File: config.mk
export PLATFORM = sky130hd
export DESIGN_NAME = syllable_sequencer
export DESIGN_NICKNAME = d
export VERILOG_FILES = /design/src/rtl/seq_pkg.sv /design/src/rtl/word_classifier.sv /design/src/rtl/syllable_picker.sv /design/src/rtl/syllable_decoder.sv /design/src/rtl/syllable_sequencer.sv
export SDC_FILE = /design/constraint.sdc
export NUM_CORES = 1
export LEC_CHECK = 0
export BUFFER_PORTS_ARGS = -buffer_cell sky130_fd_sc_hd__buf_2
export CORE_MARGIN = 10
export CORE_UTILIZATION = 37
export CTS_CLUSTER_DIAMETER = 30
export DETAILED_ROUTE_END_ITERATION = 8
export PLACE_DENSITY = 0.62
export SKIP_CTS_REPAIR_TIMING = 1
export SYNTH_ARGS = -nofsm -noshare
export SYNTH_HDL_FRONTEND = slang
export SYNTH_SLANG_ARGS = --single-unit
File: constraint.sdc
create_clock -name clk -period 2.4 [get_ports clk]
set_input_delay 0.48 -clock clk [delete_from_list [all_inputs] [get_ports clk]]
set_output_delay 0.48 -clock clk [all_outputs]
set_load 0.02 [all_outputs]
File: src/rtl/seq_pkg.sv
package seq_pkg;

    localparam int XLEN    = 32;
    localparam int SYL_W   = 6;
    localparam int NUM_SYL = 5;
    localparam int SYL_BITS = SYL_W * NUM_SYL;
    localparam int IDX_W   = $clog2(NUM_SYL);
    localparam int CLASS_W = 5;
    localparam int KEEP_W  = XLEN - 1;
    localparam int SIMM_W  = 5;
    localparam int OFS_W   = 3;

    typedef enum logic [CLASS_W-1:0] {
        OPC_HALT  = 5'd0,
        OPC_NOP   = 5'd1,
        OPC_LOAD  = 5'd2,
        OPC_STORE = 5'd3,
        OPC_SHIFT = 5'd4,
        OPC_CAS   = 5'd5,
        OPC_TEST  = 5'd6,
        OPC_BRZ   = 5'd7,
        OPC_AND   = 5'd8,
        OPC_OR    = 5'd9,
        OPC_NOT   = 5'd10,
        OPC_XOR   = 5'd11,
        OPC_ADD   = 5'd12,
        OPC_SWAP  = 5'd13,
        OPC_JMP   = 5'd14,
        OPC_CTXSW = 5'd15,
        OPC_PEEK  = 5'd16,
        OPC_POKE  = 5'd17,
        OPC_PUSH  = 5'd18
    } op_class_e;

    typedef enum logic [1:0] {
        FMT_SYL  = 2'd0,
        FMT_LONG = 2'd1,
        FMT_RSVD = 2'd2
    } word_fmt_e;

    typedef enum logic [1:0] {
        ST_FETCH = 2'd0,
        ST_ISSUE = 2'd1,
        ST_STOP  = 2'd2
    } seq_state_e;

    typedef struct packed {
        op_class_e        cls;
        logic [XLEN-1:0]  arg;
    } dec_op_t;

    function automatic word_fmt_e fmt_of(input logic [1:0] tag);
        if (tag[1])      return FMT_LONG;
        else if (tag[0]) return FMT_RSVD;
        else             return FMT_SYL;
    endfunction

    function automatic logic [XLEN-1:0] long_imm(input logic [KEEP_W-1:0] body);
        return {body, 1'b0};
    endfunction

endpackage

File: src/rtl/word_classifier.sv
module word_classifier
    import seq_pkg::*;
(
    input  logic [1:0] tag,
    output word_fmt_e  fmt
);
    always_comb fmt = fmt_of(tag);
endmodule

File: src/rtl/syllable_picker.sv
module syllable_picker #(
    parameter int SW    = 6,
    parameter int NS    = 5,
    parameter int IW    = $clog2(NS),
    localparam int BITS = SW * NS
) (
    input  logic [BITS-1:0] body,
    input  logic [IW-1:0]   idx,
    output logic [SW-1:0]   syl
);
    logic [SW-1:0] slot [NS];

    for (genvar g = 0; g < NS; g++) begin : g_slot
        assign slot[g] = body[(NS-1-g)*SW +: SW];
    end

    always_comb begin
        syl = '0;
        for (int i = 0; i < NS; i++) begin
            if (idx == IW'(i)) syl = slot[i];
        end
    end
endmodule

File: src/rtl/syllable_decoder.sv
module syllable_decoder
    import seq_pkg::*;
(
    input  logic [SYL_W-1:0] syl,
    output dec_op_t          dec
);
    always_comb begin
        dec.arg = '0;
        if (syl[5]) begin
            dec.cls = OPC_PUSH;
            dec.arg = {{(XLEN-SIMM_W){1'b0}}, syl[SIMM_W-1:0]};
        end else if (syl[4]) begin
            dec.cls = syl[3] ? OPC_PEEK : OPC_POKE;
            dec.arg = {{(XLEN-OFS_W){1'b0}}, syl[OFS_W-1:0]};
        end else begin
            dec.cls = op_class_e'({1'b0, syl[3:0]});
        end
    end
endmodule

File: src/rtl/syllable_sequencer.sv
module syllable_sequencer
    import seq_pkg::*;
#(
    parameter logic [31:0] RESET_PC = 32'h0
) (
    input  logic                clk,
    input  logic                rst,
    output logic                imem_req,
    output logic [XLEN-1:0]     imem_addr,
    input  logic                imem_valid,
    input  logic [XLEN-1:0]     imem_rdata,
    output logic                op_valid,
    input  logic                op_ready,
    output logic [CLASS_W-1:0]  op_class,
    output logic [XLEN-1:0]     op_arg,
    output logic [XLEN-1:0]     op_pc,
    output logic [IDX_W-1:0]    op_sc,
    input  logic                redir_valid,
    input  logic [XLEN-1:0]     redir_pc,
    output logic                halted,
    output logic                illegal
);
    localparam logic [IDX_W-1:0] LAST_IDX = IDX_W'(NUM_SYL - 1);
    localparam logic [XLEN-1:0]  WORD_STEP = XLEN'(XLEN / 8);

    seq_state_e        state_q;
    logic [XLEN-1:0]   pc_q;
    logic [KEEP_W-1:0] word_q;
    word_fmt_e         fmt_q;
    logic [IDX_W-1:0]  sidx_q;
    logic              halted_q;
    logic              illegal_q;

    word_fmt_e         fetch_fmt;
    logic [SYL_W-1:0]  cur_syl;
    dec_op_t           syl_op;
    dec_op_t           out_op;
    logic              take_op;

    word_classifier u_class (
        .tag (imem_rdata[XLEN-1 -: 2]),
        .fmt (fetch_fmt)
    );

    syllable_picker #(.SW(SYL_W), .NS(NUM_SYL), .IW(IDX_W)) u_pick (
        .body (word_q[SYL_BITS-1:0]),
        .idx  (sidx_q),
        .syl  (cur_syl)
    );

    syllable_decoder u_dec (
        .syl (cur_syl),
        .dec (syl_op)
    );

    always_comb begin
        if (fmt_q == FMT_LONG) begin
            out_op.cls = OPC_PUSH;
            out_op.arg = long_imm(word_q);
        end else begin
            out_op = syl_op;
        end
    end

    assign imem_req  = (state_q == ST_FETCH) && !redir_valid;
    assign imem_addr = pc_q;
    assign op_valid  = (state_q == ST_ISSUE) && !redir_valid;
    assign take_op   = op_valid && op_ready;
    assign op_class  = out_op.cls;
    assign op_arg    = out_op.arg;
    assign op_pc     = pc_q;
    assign op_sc     = (fmt_q == FMT_LONG || sidx_q == LAST_IDX) ? '0
                                                                  : sidx_q + IDX_W'(1);
    assign halted    = halted_q;
    assign illegal   = illegal_q;

    always_ff @(posedge clk) begin
        if (rst) begin
            state_q   <= ST_FETCH;
            pc_q      <= RESET_PC;
            word_q    <= '0;
            fmt_q     <= FMT_SYL;
            sidx_q    <= '0;
            halted_q  <= 1'b0;
            illegal_q <= 1'b0;
        end else if (state_q != ST_STOP && redir_valid) begin
            pc_q    <= redir_pc;
            sidx_q  <= '0;
            state_q <= ST_FETCH;
        end else begin
            case (state_q)
                ST_FETCH: begin
                    if (imem_valid) begin
                        word_q <= imem_rdata[KEEP_W-1:0];
                        fmt_q  <= fetch_fmt;
                        pc_q   <= pc_q + WORD_STEP;
                        sidx_q <= '0;
                        if (fetch_fmt == FMT_RSVD) begin
                            illegal_q <= 1'b1;
                            state_q   <= ST_STOP;
                        end else begin
                            state_q <= ST_ISSUE;
                        end
                    end
                end
                ST_ISSUE: begin
                    if (take_op) begin
                        if (out_op.cls == OPC_HALT) begin
                            halted_q <= 1'b1;
                            state_q  <= ST_STOP;
                        end else if (fmt_q == FMT_LONG || sidx_q == LAST_IDX) begin
                            state_q <= ST_FETCH;
                        end else begin
                            sidx_q <= sidx_q + IDX_W'(1);
                        end
                    end
                end
                default: state_q <= ST_STOP;
            endcase
        end
    end
endmodule

==> results of run 1 <==
-- cells in the final DEF, fill, tap and decap left out, types with 3 or more instances in the layout --
master       n
nor3_1       8
nand4_1      5
and2_1      22
a22oi_1      9
clkbuf_16    9
ha_4         5
buf_6       12
o211ai_1     3
buf_2      168
inv_1       14
a21oi_2      5
o21ai_1      5
xnor2_1      6
and3_1       5
xor2_1      16
a211oi_1     7
dfxtp_1     70
nand2b_1     4
nor4_1       6
nand3_1     13
a222oi_1     8
buf_4       34
a21oi_1     48
o21ai_0      9
nand2_1     96
a221oi_2     4
nor2_1      48
o21ai_2      3
o22ai_1      8
-- final timing paths --
path,startpoint,end,slack (ns),cells after the start
worst min register to register,word_q[15],word_q[15],0.46,2
worst max-delay path,sidx_q[0],op_arg[4],-0.28,8
worst min-delay path,imem_rdata[27],word_q[27],0.38,3
worst max register to register,sidx_q[0],sidx_q[1],0.04,11
-- layer usage --
metal	vias up	part of all wire (%)	track usage, %
li1	2191	-	-
met1	2119	43	20.4
met2	163	49	29.4
met3	18	6.3	5.33
met4	2	1.3	5.22
met5	-	0.12	0
-- flip-flops by register name, summed over array words and instances, names as in the netlist --
register   flops
state_q        2
illegal        1
fmt_q          2
sidx_q         3
word_q        31
imem_addr     32
halted         1
-- stage by stage --
step / cells / power (W) / util (%) / hold slack, ns / cell area [um^2]
after floorplan: 547 / 0.00176 / - / 0.432 / 4220
after global placement: 832 / 0.00197 / 47.1 / 0.443 / 5150
after detailed placement: 832 / 0.00197 / 47.1 / 0.447 / 5150
after CTS: 848 / 0.00334 / 49.9 / 0.377 / 5450
after global routing: 854 / 0.00349 / 52.6 / 0.383 / 5750
final: 854 / 0.00334 / 52.6 / 0.382 / 5750
-- cell families after synthesis --
logic type | after synthesis
multiplexers | 1
buffers and inverters | 81
flip-flops | 72
XOR/XNOR | 22
AND/OR/NAND/NOR | 238
adder cells (fa/ha/maj) | 6
AO/OA/AOI/OAI | 127
-- worst reg2reg max path, cell delays in order, from the launching register on --
cell,delay (ns)
dfxtp_4,0.37
buf_6,0.13
ha_4,0.18
buf_4,0.15
a21oi_1,0.13
o21ai_1,0.09
a221oi_2,0.26
buf_4,0.18
buf_4,0.11
nand4_4,0.11
o41ai_4,0.41
o2bb2ai_1,0.16
-- layout make-up --
class | instances | area share [%]
clock buffer | 13 | 4.53
clock inverter | 3 | 0.696
inverter | 17 | 1.15
multi-input combinational | 394 | 43.7
sequential | 72 | 25.2
tap | 140 | 3.05
timing repair buffer | 215 | 21.7
-- power breakdown --
part	internal [W]	switching, W	total [W]
sequential	0.00126	0.0000868	0.00135
clock	0.000859	0.000507	0.00137
combinational	0.000248	0.000380	0.000628
total	0.00237	0.000973	0.00334
==> results.py, run 1 <==
metrics = {
    "logic_synthesis": {
        "yosysTopAreaCellShare_pct": 34.4,
        "async_reset_ff_share_pct": 0,
        "synthTopCellsByCount": "nand2_1, dfxtp_1, a21oi_1, nor2_1, buf_4",
        "synth_xor_xnor_area_share_pct": 4.60,
        "synthAdderAreaFrac_pct": 1.79,
        "yosysTopAreaCell": "dfxtp_1",
        "synthTopCellsByArea": "dfxtp_1, nand2_1, a21oi_1",
        "synth_seq_area_share_pct": 34.4,
        "synth.cell_area_um2": 4190,
        "synth_compound_area_share_pct": 20.6,
        "ys_ff_latch": 72,
        "synth_most_common_cell": "nand2_1",
        "syn_nets": 622,
        "synthFlopType": "dfxtp_1",
        "synth_simple_gate_area_share_pct": 27.7,
        "yosysWarnings": 0,
        "syn_inst": 547,
        "synth_mux_area_share_pct": 0.239,
        "synth_top_family_by_area": "simple AND/OR/NAND/NOR gates",
        "syn_area_per_cell_um2": 7.65,
        "synth_edf_count": 0,
        "synth_cell_types": 54,
    },
    "global_route": {
        "grt_max_degree": 32,
        "grt_pass1_wl_um": 23000,
        "gr-total-overflow": 0,
        "grt_pass1_vias": 4512,
        "grtUsageTotal_pct": 17.3,
        "antenna_found_initial": 1,
    },
    "layout": {
        "seqCellArea_um2": 1450,
        "n_antenna_cell": 0,
        "syn_to_final_growth_pct": 37.4,
        "num-fill-cells": 1061,
        "multi_input_area_um2": 2510,
        "drive_gt1_share_pct": 39.2,
        "fin_nets": 784,
    },
    "critical_path": {
        "crit_required_ns": 1.92,
        "cp_cell_sequence": "ha_4 -> ha_4 -> or2_4 -> a21oi_4 -> a221oi_4 -> buf_6 -> o31ai_1 -> buf_2",
        "cp-end-kind": "primary output",
        "critPathArrivalTime_ns": 2.20,
        "path_max_fanout": 4,
        "crit_buf_inv": 2,
        "cp_common_cell": "ha_4",
        "startpoint_type": "flip-flop",
        "slowest_delay_ns": 0.37,
        "critPathKind": "reg -> out",
        "slowest_stage": "dfxtp_4",
        "cp_top_family": "compound AO/OA/AOI/OAI gates",
    },
    "floorplanning": {
        "initial_core_util_pct": 38.3,
        "die_h_um": 126,
        "fp.coreArea_um2": 10900,
        "core.rowCount": 38,
        "die_area_um2": 16000,
        "die_w_um": 126,
        "io_pins": 177,
    },
    "clocking": {
        "h-tree-depth": 3,
        "clock_latency_ns": 0.34,
        "cts.path.max_buffers": 2,
        "cts.root.buffer_cell": "clkbuf_16",
        "clk_pin_slew_worst_paths_ns": 0.06,
        "clock_sinks": 72,
        "cts_buffers": 9,
        "cts_tree": "built",
    },
    "sta": {
        "tightestPinTransition_ns": 0.702,
        "fin_setup_tns_ns": -2.04,
        "hold_violations": 0,
        "maxSlewHeadroom_pct": 52.9,
        "fin_skew_ns": 0.00774,
        "timing.final.ws_setup_ns": -0.285,
        "period_needed_ns": 2.68,
        "fmax_mhz": 372,
        "grt_setup_unrepaired": "yes",
        "period_share_pct": 112,
        "slew_violations": 0,
        "setup_violations": 10,
    },
    "power": {
        "p_leak_nw": 2.58,
        "p_per_area_nw_per_um2": 581,
        "ir_drop_mv": 0.270,
    },
    "route": {
        "vias": 4493,
        "antenna_left": 0,
        "wl_um": 14800,
        "drt-vias-per-instance": 5.26,
        "wl_per_cell_um": 17.4,
        "drtIter0Drc": 256,
        "first_pass_iters": 7,
        "drc": 0,
    },
    "place": {
        "pre_cts_ws_ns": -0.120,
        "port_buffers": 176,
        "dp_hpwl_um": 11300,
        "gp_congestion": 0.885,
    },
    "hold_path": {
        "min_path_type": "in -> reg",
    },
    "status": {
        "status": "finished, violations left",
        "violations": "setup timing",
    },
    "job": {
        "maxCapViolCount": 0,
    },
}
No activity file was read; power rests on OpenSTA's default activity.
==> run 2, diff against run 1 <==
--- a/config.mk
+++ b/config.mk
@@ -10,7 +10,6 @@
 export CORE_UTILIZATION = 37
 export CTS_CLUSTER_DIAMETER = 30
 export DETAILED_ROUTE_END_ITERATION = 8
-export PLACE_DENSITY = 0.62
 export SKIP_CTS_REPAIR_TIMING = 1
 export SYNTH_ARGS = -nofsm -noshare
 export SYNTH_HDL_FRONTEND = slang
==> run 2 against run 1 <==
The run still ends with setup timing left. Cell count increased by 0.82%. Non-clock buffer count grew 7. Total power up 4.2%. Global-route usage barely moved. Clock power up 9%. Flip-flop and latch count is the same.
==> results.py, run 2 (synthesized netlist as in run 1, its figures left out) <==
metrics = {
    "status": {
        "status": "finished, violations left",
        "violations": "setup timing",
    },
    "clocking": {
        "cts_tree": "built",
        "h-tree-depth": 3,
        "clock_latency_ns": 0.33,
        "clock_sinks": 72,
        "cts.root.buffer_cell": "clkbuf_16",
        "cts.path.max_buffers": 2,
        "cts_buffers": 9,
        "clk_pin_slew_worst_paths_ns": 0.06,
    },
    "critical_path": {
        "path_max_fanout": 6,
        "crit_required_ns": 1.92,
        "startpoint_type": "flip-flop",
        "rr_endpoint": "sidx_q[1]",
        "cp-end-kind": "primary output",
        "critPathArrivalTime_ns": 2.23,
        "reg2reg_depth": 11,
        "ff2ff_setup_slack_ns": -0.01,
        "critPathKind": "reg -> out",
        "r2r-start": "sidx_q[0]",
    },
    "global_route": {
        "grt_pass1_vias": 4460,
        "gr-total-overflow": 0,
        "grt_max_degree": 42,
        "antenna_found_initial": 1,
        "grtUsageTotal_pct": 17.3,
        "met3_usage_pct": 4.54,
        "grt_pass1_wl_um": 23200,
        "busiest_layer": "met2",
        "use_met1_pct": 21.7,
        "gr-usage-met2_pct": 28.3,
    },
    "layout": {
        "final_common_cell": "buf_2",
        "final_cell_mix": "buf_2, nand2_1, dfxtp_1, a21oi_1, nor2_1",
        "drive_gt1_share_pct": 40.2,
        "largest_reg_flops": 32,
        "syn_to_final_growth_pct": 40.3,
        "fin_nets": 791,
        "n_antenna_cell": 0,
        "num-fill-cells": 1082,
    },
    "floorplanning": {
        "io_pins": 177,
        "die_w_um": 126,
        "initial_core_util_pct": 38.3,
        "die_h_um": 126,
        "fp.coreArea_um2": 10900,
        "core.rowCount": 38,
        "die_area_um2": 16000,
    },
    "sta": {
        "maxSlewHeadroom_pct": 50.3,
        "grt_setup_unrepaired": "yes",
        "period_needed_ns": 2.71,
        "slew_violations": 0,
        "setup_violations": 11,
        "fin_skew_ns": 0.00802,
        "period_share_pct": 113,
        "timing.final.ws_setup_ns": -0.310,
        "tightestPinTransition_ns": 0.740,
        "fmax_mhz": 369,
        "hold_violations": 0,
    },
    "route": {
        "drc": 0,
        "wl_per_cell_um": 17.3,
        "vias": 4473,
        "wl_um": 14900,
        "drtIter0Drc": 241,
        "drt-vias-per-instance": 5.20,
        "antenna_left": 0,
        "first_pass_iters": 6,
    },
    "power": {
        "p_leak_nw": 2.64,
        "finalPower_w": 0.00348,
        "ir_drop_mv": 0.401,
        "p_per_area_nw_per_um2": 593,
    },
    "hold_path": {
        "min_path_type": "in -> reg",
        "holdCritStartpoint": "redir_pc[1]",
        "whs_endpoint": "imem_addr[1]",
        "hold_depth": 3,
    },
    "place": {
        "port_buffers": 176,
        "dp_hpwl_um": 11100,
        "pre_cts_ws_ns": -0.148,
        "gp_congestion": 0.897,
    },
    "job": {
        "maxCapViolCount": 0,
    },
}
==> run 2: changes by cell type in the layout (fill, tap and decap cells not counted), moves of 2 or more <==
cell      delta
buf_2        -2
o21ai_1      -2
o31ai_4      +2
inv_2        -2
o31ai_1      -2
clkbuf_1     -2
o21ai_0      +2
buf_4        +9
==> run 2: layer usage <==
layer,wire (um),part of all wire (%),vias to the layer above
met5,0,0,-
met4,168,1.1,0
met3,924,6.2,15
met2,7210,48,146
met1,6630,44,2107
li1,-,-,2205
==> run 2: metrics by stage <==
stage / hold slack, ns / TNS [ns] / cell area, um^2 / util [%] / cells
2_1_floorplan: 0.432 / -0.529 / 4220 / - / 547
3_3_place_gp: 0.443 / -0.0413 / 5220 / 47.7 / 839
3_5_place_dp: 0.449 / -1.08 / 5220 / 47.7 / 839
4_1_cts: 0.374 / -4.73 / 5550 / 50.7 / 855
5_1_grt: 0.385 / -3.54 / 5870 / 53.7 / 861
6_report: 0.381 / -2.53 / 5870 / 53.7 / 861
==> run 2: worst max path at each step <==
stage               from           to  slack, ns
2_1_floorplan  sidx_q[0]    op_arg[4]      -0.13
3_3_place_gp   sidx_q[0]    op_arg[1]      -0.04
3_5_place_dp   sidx_q[0]    op_arg[1]      -0.15
4_1_cts        sidx_q[0]    op_arg[1]      -0.51
5_1_grt        sidx_q[1]  op_class[0]      -0.44
6_report       sidx_q[0]    op_arg[3]      -0.31
==> run 2: layout make-up <==
type | count | area, um^2 | area share (%)
clock buffers | 11 | 253 | 4.30
clock inverters | 5 | 78.8 | 1.34
inverters | 17 | 68.8 | 1.17
multi-input cells | 394 | 2540 | 43.2
flip-flops and latches | 72 | 1450 | 24.7
well taps | 140 | 175 | 2.98
repair buffers | 222 | 1310 | 22.3
==> run 2: power by group <==
group          internal (W)  total [W]  switching (W)
clock network      0.000965    0.00150       0.000530
logic              0.000255   0.000643       0.000388
registers           0.00126    0.00134      0.0000823
==> run 2: worst max-delay path: stages (launching register included) <==
cell	delay, ns
dfxtp_4	0.38
ha_4	0.17
ha_4	0.16
or2_4	0.30
a21oi_4	0.15
a221oi_4	0.10
buf_4	0.15
buf_6	0.12
o31ai_4	0.23
buf_6	0.15
==> run 3, diff against run 2 <==
--- a/config.mk
+++ b/config.mk
@@ -6,10 +6,13 @@
 export NUM_CORES = 1
 export LEC_CHECK = 0
 export BUFFER_PORTS_ARGS = -buffer_cell sky130_fd_sc_hd__buf_2
+export CELL_PAD_IN_SITES_DETAIL_PLACEMENT = 1
+export CELL_PAD_IN_SITES_GLOBAL_PLACEMENT = 2
 export CORE_MARGIN = 10
-export CORE_UTILIZATION = 37
+export CORE_UTILIZATION = 26
 export CTS_CLUSTER_DIAMETER = 30
 export DETAILED_ROUTE_END_ITERATION = 8
+export PLACE_DENSITY_LB_ADDON = 0.1
 export SKIP_CTS_REPAIR_TIMING = 1
 export SYNTH_ARGS = -nofsm -noshare
 export SYNTH_HDL_FRONTEND = slang
==> run 3 against run 2 <==
The flow still finishes with violations (setup timing). Highest routed layer unchanged. Cell count up 8.9%. Hold slack lost 0.016 ns. Count of clock-buffer cells in the layout fell by 1. Register-to-register slack lost 0.03 ns. Cell area is 2.3% higher. Total power increased by 1.3%.
==> results.py, run 3 (synthesized netlist as in run 1, its figures left out) <==
metrics = {
    "route": {
        "drtIter0Drc": 184,
        "vias": 4529,
        "drc": 0,
        "wl_per_cell_um": 18.5,
        "drt-vias-per-instance": 4.83,
        "antenna_left": 0,
        "first_pass_iters": 8,
        "wl_um": 17300,
    },
    "global_route": {
        "grtUsageTotal_pct": 15.6,
        "grt_max_degree": 30,
        "gr-total-overflow": 0,
        "grt_pass1_vias": 4930,
        "grt_pass1_wl_um": 27300,
        "antenna_found_initial": 0,
    },
    "critical_path": {
        "crit_buf_inv": 3,
        "slowest_delay_ns": 0.38,
        "cp-end-kind": "primary output",
        "critPathArrivalTime_ns": 2.25,
        "cp_cell_sequence": "ha_4 -> ha_4 -> or2_4 -> buf_6 -> a21oi_4 -> a221oi_4 -> buf_6 -> a211oi_4 -> buf_6",
        "cp_common_cell": "buf_6",
        "crit_required_ns": 1.92,
        "critPathKind": "reg -> out",
        "startpoint_type": "flip-flop",
        "slowest_stage": "dfxtp_4",
        "path_max_fanout": 4,
        "cp_top_family": "compound AO/OA/AOI/OAI gates",
    },
    "place": {
        "gp_congestion": 0.826,
        "dp_hpwl_um": 13200,
        "pre_cts_ws_ns": -0.203,
        "port_buffers": 176,
        "post_dp_cell_area_um2": 5300,
    },
    "layout": {
        "largest_reg_flops": 32,
        "final_util_pct": 38.0,
        "drive_gt1_share_pct": 40.6,
        "n_antenna_cell": 0,
        "fin_nets": 792,
        "num-fill-cells": 1965,
        "stdcell_area_um2": 6010,
        "final_common_cell": "buf_2",
        "final_cell_mix": "buf_2, nand2_1, dfxtp_1, nor2_1, a21oi_1",
        "syn_to_final_growth_pct": 43.6,
    },
    "floorplanning": {
        "die_h_um": 147,
        "io_pins": 177,
        "die_area_um2": 21600,
        "core.rowCount": 46,
        "initial_core_util_pct": 26.4,
        "die_w_um": 147,
        "fp.coreArea_um2": 15800,
    },
    "clocking": {
        "cts_buffers": 9,
        "clock_sinks": 72,
        "cts.path.max_buffers": 2,
        "cts.root.buffer_cell": "clkbuf_16",
        "clock_latency_ns": 0.35,
        "cts_tree": "built",
        "clk_pin_slew_worst_paths_ns": 0.06,
        "h-tree-depth": 3,
    },
    "hold_path": {
        "min_path_type": "in -> reg",
    },
    "power": {
        "p_leak_nw": 2.65,
        "ir_drop_mv": 0.321,
        "p_per_area_nw_per_um2": 587,
    },
    "sta": {
        "hold_violations": 0,
        "grt_setup_unrepaired": "yes",
        "period_needed_ns": 2.73,
        "slew_violations": 0,
        "finalHoldWorstSlack_ns": 0.365,
        "period_share_pct": 114,
        "maxSlewHeadroom_pct": 49.2,
        "timing.final.ws_setup_ns": -0.333,
        "setup_violations": 12,
        "fin_setup_tns_ns": -2.77,
        "fin_skew_ns": 0.00404,
        "tightestPinTransition_ns": 0.757,
        "fmax_mhz": 366,
    },
    "status": {
        "status": "finished, violations left",
        "violations": "setup timing",
    },
    "job": {
        "maxCapViolCount": 0,
    },
}
## run 3: power breakdown
group          total, W  switching (W)  internal [W]  leakage [nW]
registers       0.00134      0.0000805       0.00126         0.592
clock network   0.00151       0.000570      0.000942         0.155
logic          0.000674       0.000407      0.000267          1.90
## run 3: cell type report
cell class              count  area [um^2]  area share, %
clock buffers              10          239           3.98
multi-input cells         394         2560           42.7
repair buffers            223         1330           22.0
flip-flops and latches     72         1450           24.1
well taps                 216          270           4.50
clock inverters             6         92.6           1.54
inverters                  17         68.8           1.15
## run 3: per-stage QoR
step | total power (W) | std cells
floorplan | 0.00176 | 547
CTS | 0.00354 | 931
global placement | 0.00200 | 915
global route | 0.00370 | 938
detailed placement | 0.00201 | 915
finish | 0.00353 | 938
## run 3: layer usage
metal  wire [um]  track usage [%]  part of all wire [%]  up-vias
met3         910             3.96                   5.3       13
met4         233             5.41                   1.3        0
met1        7440             18.2                    43     2184
li1            -                -                     -     2207
met2        8730             27.1                    50      125
met5           0                0                     0        -
## run 3: final timing paths
path	from	endpoint	slack, ns	depth (start not counted)
worst max-delay path	sidx_q[1]	op_class[0]	-0.33	9
worst min-delay path	redir_pc[1]	imem_addr[1]	0.36	3
worst max register to register	sidx_q[1]	sidx_q[0]	-0.04	13
worst min register to register	word_q[30]	word_q[30]	0.45	2
## run 3: worst register-to-register path: stages (launching register included)
cell and delay [ns]:
dfxtp_4 0.40, inv_4 0.06, ha_4 0.17, buf_6 0.13, a21oi_2 0.13, o21ai_2 0.10, a221oi_4 0.30, buf_6 0.16
buf_6 0.10, nand4_4 0.10, buf_6 0.15, buf_4 0.13, o211ai_1 0.17, a21bo_1 0.22
